## src/rtl/mdio_cmd_pkg.sv

```systemverilog
package mdio_cmd_pkg;
  localparam int DATA_LSB  = 0;
  localparam int REG_LSB   = 16;
  localparam int PHY_LSB   = 21;
  localparam int OP_BIT    = 27;
  localparam int EN_BIT    = 30;
  localparam int BUSY_BIT  = 31;
  localparam int ADDR_W    = 5;
  localparam int DATA_W    = 16;
  localparam int FRAME_LEN = 64;
  localparam int TA_POS    = 46;
  localparam int DATA_POS  = 48;
endpackage

```

## src/rtl/mdio_clk_div.sv

```systemverilog
module mdio_clk_div #(
  parameter int DIV_HALF = 4
) (
  input  logic clk_i,
  input  logic rst_ni,
  input  logic run_i,
  output logic mdc_o,
  output logic rise_o,
  output logic fall_o
);
  localparam int CW = (DIV_HALF > 1) ? $clog2(DIV_HALF) : 1;
  localparam logic [CW-1:0] LAST = CW'(DIV_HALF - 1);

  logic [CW-1:0] cnt_q;
  logic          mdc_q;
  logic          wrap;

  assign wrap = run_i && (cnt_q == LAST);

  always_ff @(posedge clk_i or negedge rst_ni) begin
    if (!rst_ni) begin
      cnt_q <= '0;
      mdc_q <= 1'b0;
    end else if (!run_i) begin
      cnt_q <= '0;
      mdc_q <= 1'b0;
    end else if (wrap) begin
      cnt_q <= '0;
      mdc_q <= ~mdc_q;
    end else begin
      cnt_q <= cnt_q + 1'b1;
    end
  end

  assign mdc_o  = mdc_q;
  assign rise_o = wrap && !mdc_q;
  assign fall_o = wrap &&  mdc_q;
endmodule

```

## src/rtl/mdio_frame_engine.sv

```systemverilog
module mdio_frame_engine
  import mdio_cmd_pkg::*;
(
  input  logic              clk_i,
  input  logic              rst_ni,
  input  logic              start_i,
  input  logic              rd_i,
  input  logic [ADDR_W-1:0] phy_i,
  input  logic [ADDR_W-1:0] reg_i,
  input  logic [DATA_W-1:0] wdata_i,
  input  logic              rise_i,
  input  logic              fall_i,
  input  logic              mdio_i,
  output logic              active_o,
  output logic              done_o,
  output logic [DATA_W-1:0] rdata_o,
  output logic              mdio_o,
  output logic              mdio_oe_o
);
  localparam int CW = $clog2(FRAME_LEN);
  localparam logic [CW-1:0] LAST_BIT = CW'(FRAME_LEN - 1);
  localparam logic [CW-1:0] TA_BIT   = CW'(TA_POS);
  localparam logic [CW-1:0] DAT_BIT  = CW'(DATA_POS);

  logic [FRAME_LEN-1:0] sh_q;
  logic [CW-1:0]        cnt_q;
  logic                 active_q, rd_q;
  logic [DATA_W-1:0]    rdata_q;

  always_ff @(posedge clk_i or negedge rst_ni) begin
    if (!rst_ni) begin
      sh_q     <= '0;
      cnt_q    <= '0;
      active_q <= 1'b0;
      rd_q     <= 1'b0;
      rdata_q  <= '0;
    end else if (start_i) begin
      sh_q     <= {32'hFFFF_FFFF, 2'b01, (rd_i ? 2'b10 : 2'b01),
                   phy_i, reg_i, 2'b10, wdata_i};
      cnt_q    <= '0;
      active_q <= 1'b1;
      rd_q     <= rd_i;
    end else if (active_q) begin
      if (rise_i && rd_q && cnt_q >= DAT_BIT)
        rdata_q <= {rdata_q[DATA_W-2:0], mdio_i};
      if (fall_i) begin
        if (cnt_q == LAST_BIT) begin
          active_q <= 1'b0;
        end else begin
          cnt_q <= cnt_q + 1'b1;
          sh_q  <= {sh_q[FRAME_LEN-2:0], 1'b0};
        end
      end
    end
  end

  assign active_o  = active_q;
  assign done_o    = active_q && fall_i && (cnt_q == LAST_BIT);
  assign rdata_o   = rdata_q;
  assign mdio_o    = active_q ? sh_q[FRAME_LEN-1] : 1'b1;
  assign mdio_oe_o = active_q && !(rd_q && cnt_q >= TA_BIT);
endmodule

```

## src/rtl/mdio_cmd_master.sv

```systemverilog
module mdio_cmd_master
  import mdio_cmd_pkg::*;
#(
  parameter int NUM_PHYS = 5,
  parameter int DIV_HALF = 4
) (
  input  logic        clk_i,
  input  logic        rst_ni,
  input  logic        cmd_we_i,
  input  logic [31:0] cmd_wdata_i,
  output logic [31:0] cmd_rdata_o,
  output logic        mdc_o,
  output logic        mdio_o,
  output logic        mdio_oe_o,
  input  logic        mdio_i
);
  logic [31:0]       cmd_q;
  logic              accept, go, phy_ok, start;
  logic              active, done, rise, fall;
  logic [DATA_W-1:0] rdata;
  logic [ADDR_W-1:0] w_phy, w_reg;

  assign w_phy  = cmd_wdata_i[PHY_LSB +: ADDR_W];
  assign w_reg  = cmd_wdata_i[REG_LSB +: ADDR_W];
  assign accept = cmd_we_i && !cmd_q[BUSY_BIT];
  assign go     = cmd_wdata_i[BUSY_BIT] && cmd_wdata_i[EN_BIT];
  assign phy_ok = int'(w_phy) < NUM_PHYS;
  assign start  = accept && go && phy_ok;

  always_ff @(posedge clk_i or negedge rst_ni) begin
    if (!rst_ni) begin
      cmd_q <= '0;
    end else if (accept) begin
      if (start)
        cmd_q <= cmd_wdata_i;
      else if (go && cmd_wdata_i[OP_BIT])
        cmd_q <= {1'b0, cmd_wdata_i[30:DATA_W], {DATA_W{1'b1}}};  // rejected read
      else
        cmd_q <= {1'b0, cmd_wdata_i[30:0]};
    end else if (done) begin
      cmd_q[BUSY_BIT] <= 1'b0;
      if (cmd_q[OP_BIT]) cmd_q[DATA_LSB +: DATA_W] <= rdata;
    end
  end

  mdio_clk_div #(.DIV_HALF(DIV_HALF)) div_i (
    .clk_i  (clk_i),
    .rst_ni (rst_ni),
    .run_i  (active),
    .mdc_o  (mdc_o),
    .rise_o (rise),
    .fall_o (fall)
  );

  mdio_frame_engine eng_i (
    .clk_i     (clk_i),
    .rst_ni    (rst_ni),
    .start_i   (start),
    .rd_i      (cmd_wdata_i[OP_BIT]),
    .phy_i     (w_phy),
    .reg_i     (w_reg),
    .wdata_i   (cmd_wdata_i[DATA_LSB +: DATA_W]),
    .rise_i    (rise),
    .fall_i    (fall),
    .mdio_i    (mdio_i),
    .active_o  (active),
    .done_o    (done),
    .rdata_o   (rdata),
    .mdio_o    (mdio_o),
    .mdio_oe_o (mdio_oe_o)
  );

  assign cmd_rdata_o = cmd_q;
endmodule

```

## config.mk

```make
export PLATFORM = sky130hd
export DESIGN_NAME = mdio_cmd_master
export DESIGN_NICKNAME = d
export VERILOG_FILES = /design/src/rtl/mdio_cmd_pkg.sv /design/src/rtl/mdio_clk_div.sv /design/src/rtl/mdio_frame_engine.sv /design/src/rtl/mdio_cmd_master.sv
export SDC_FILE = /design/constraint.sdc
export NUM_CORES = 1
export LEC_CHECK = 0
export CELL_PAD_IN_SITES_DETAIL_PLACEMENT = 0
export CELL_PAD_IN_SITES_GLOBAL_PLACEMENT = 1
export CORE_MARGIN = 5
export CORE_UTILIZATION = 42
export DETAILED_ROUTE_END_ITERATION = 10
export HOLD_SLACK_MARGIN = 0.1
export PLACE_DENSITY_LB_ADDON = 0.12
export SLEW_MARGIN = 20
export SYNTH_ARGS = -nofsm -noshare
export SYNTH_HDL_FRONTEND = slang
export SYNTH_SLANG_ARGS = --single-unit
```

## constraint.sdc

```tcl
create_clock -name clk_i -period 2.2 [get_ports clk_i]
set_input_delay 0.44 -clock clk_i [delete_from_list [all_inputs] [get_ports clk_i]]
set_output_delay 0.44 -clock clk_i [all_outputs]
set_load 0.005 [all_outputs]
```

==> flow_summary.ini <==
[final_layout]
multi_input_area_sq_um = 2020
drive_gt1_share_pct = 10.4
fin_util_pct = 56.9
regArea_sq_um = 3080
insertedDiodeCount = 0
finalNetCount = 686
fin_area_sq_um = 6890
nFillCells = 1083
synthToLayoutAreaGrowth_pct = 31.3
final_cells = 829

[detailed_routing]
vias = 4180
first_pass_iters = 6
ant_nets = 0
viasPerCell = 5.04
post_drt_wl_per_cell_um = 15.0
post-route-drc-count = 0
wl_mm = 12.5
dr.first_iter.drc_count = 248

[synthesis]
yosysWarnings = 0
yosys.area.top_type = dfrtp_1
synth.area.top_cells = dfrtp_1 59%, nand2_1 15%, a21oi_1 5.3%, nand3_1 3.8%, mux2_1 2.1%
ys_ff_latch = 123
yosysTopAreaCellShare_pct = 58.7
syn-num-nets = 613
synth-seq-area-share_pct = 58.7
synth_cell_types = 38
synthArstFlopShare_pct = 100
synth-edff-count = 0
synthCells = 575
ys.flop_type = dfrtp_1
syn_area_sq_um = 5250
avgSynthCellArea_sq_um = 9.12

[floorplanning]
core_area_sq_um = 12100
rows = 40
die_h_um = 122
die_area_sq_um = 14800
die_w_um = 122
start_util_pct = 43.3
io_pins = 71

[sta]
worst_pin_slew_ns = 0.665
slew-limit-headroom_pct = 55.6
rsz0062_at_grt = no
clock_skew_ns = 0.0100
whs_ns = 0.112
fmax_mhz = 471
hold_violations = 0
worst_slack_ns = 0.0761
finalMaxSlewViolations = 0
setup_tns_ns = 0
min_period_ns = 2.12
layout_worst_path_cycle_share_pct = 96.5
setup_violations = 0

[critical_path]
cp_cell_sequence = a31oi_1, o21a_1, clkdlybuf4s50_1
cp_slowest_cell = clkdlybuf4s50_1
crit_required_ns = 1.76
reg2reg_slack_ns = 0.38
r2r_start = eng_i.cnt_q[1]
cp-start-kind = flop
path_max_fanout = 7
endpoint_kind = output port
path_class = flop to output port
r2r-end = eng_i.sh_q[56]
cpPeakStageDelay_ns = 0.50
r2r_cells = 6
arrival_ns = 1.68

[outcome]
status = finished clean

[clocking]
ctsHoldBuffers = 0
cts_resized = 0
clock_latency_ns = 0.42
postCtsSetupBuffers = 0
cts_sinks = 123
clkTransAtPathRegs_ns = 0.05
numCtsBuffers = 17
clockBufferDepth = 2
cts.htree.levels = 4
root_buffer = clkbuf_16
cts_tree = done

[global_route]
grt_pass1_wl_mm = 21.1
grt_pass1_vias = 4154
grt_max_degree = 124
grt_overflow = 0
antenna_found_initial = 0
grt_usage_pct = 18.0

[placement]
finalWeightedCongestion = 0.783
dp.cells = 797
hpwl_mm = 8.11
dpl_worst_slack_ns = -0.0170
placed_area_sq_um = 6260
io_buffers = 70

[job]
cap_violations = 0

[worst_hold_path]
hp-class = input pin to asynchronous set/reset pin

[pwr]
power_density_nw_per_um2 = 827
power_mw = 5.69
ir_worst_vdd_mv = 0.500
cellLeakagePower_nw = 3.12
worst max-delay path, delay by kind of cell (launching register included):
kind / cells / cell delay [ns]
buffers and inverters: 1 / 0.50
flip-flops: 1 / 0.46
AO/OA/AOI/OAI: 2 / 0.31
report_power, final:
| part | switching [mW] | internal, mW | total, mW |
|---|---|---|---|
| clock network | 0.975 | 1.94 | 2.91 |
| registers | 0.0711 | 2.37 | 2.44 |
| logic | 0.159 | 0.181 | 0.340 |
| total | 1.20 | 4.49 | 5.69 |
how the worst max path moves through the flow:
stage	from	to	slack [ns]	cells after the start
floorplan	cmd_rdata_o[31]	eng_i.rdata_o[10]	0.42	5
global placement	cmd_wdata_i[25]	eng_i.rdata_o[3]	0.04	6
detailed placement	cmd_wdata_i[25]	eng_i.rdata_o[15]	-0.02	6
CTS	eng_i.cnt_q[4]	mdio_oe_o	0.02	3
global route	eng_i.cnt_q[2]	mdio_oe_o	0.008	3
finish	eng_i.cnt_q[4]	mdio_oe_o	0.08	3
state kept, by name (all words and copies together) (netlist names):
register	cells
cmd_rdata_o	32
eng_i.rd_q	1
div_i.mdc_o	1
eng_i.sh_q	64
eng_i.cnt_q	6
eng_i.active_o	1
eng_i.rdata_o	16
div_i.cnt_q	2
cell families after synthesis:
family / count (synthesis) / synth area share [%]
muxes: 16 / 3.44
adders and majority gates: 2 / 0.477
xor gates and xnor gates: 2 / 0.334
and+or+nand+nor: 303 / 24.4
buffers and inverters: 40 / 3.27
DFF: 123 / 58.7
AOI/OAI and AO/OA: 89 / 9.38
layout by cell type (no fill, tap or decap), drive strengths merged, types with 2 or more instances in the layout:
cell type and instances:
a31oi 3, nand2 204, ha 2, o21ai 6
o21a 2, clkinvlp 3, a22oi 2, inv 2
bufinv 4, clkbuf 19, nand3 41, nor2 26
a21oi 56, clkinv 6, dfrtp 123, mux2 16
buf 23, and3 2, o22ai 16, nand2b 2
clkdlybuf4s50 69, nor3 18, nand4 3
Yosys cell counts (3+ instances only):
cell type and instances:
mux2_1 10, buf_1 5, nand3_1 40, clkbuf_1 21, nor2_1 26, nor3_1 18, o21ai_0 4, mux2_2 6
buf_2 11, a31oi_1 3, nand2_1 204, o22ai_1 16, a21oi_1 56, dfrtp_1 123
layer usage:
layer	GRT usage [%]	share of wire, %	vias to the layer above
met5	0	0	-
met4	5.74	1.2	0
met3	5.80	4.4	13
met2	26.7	45	77
met1	25.2	50	2025
li1	-	-	2065
final cells by class:
cell class / instances / area share (%)
flip-flops and latches: 123 / 44.7
multi-input cells: 412 / 29.4
well taps: 168 / 3.05
clock buffers: 19 / 6.58
clock inverters: 13 / 2.51
repair buffers: 92 / 13.6
inverters: 2 / 0.109
No activity file was read; power rests on OpenSTA's default activity.
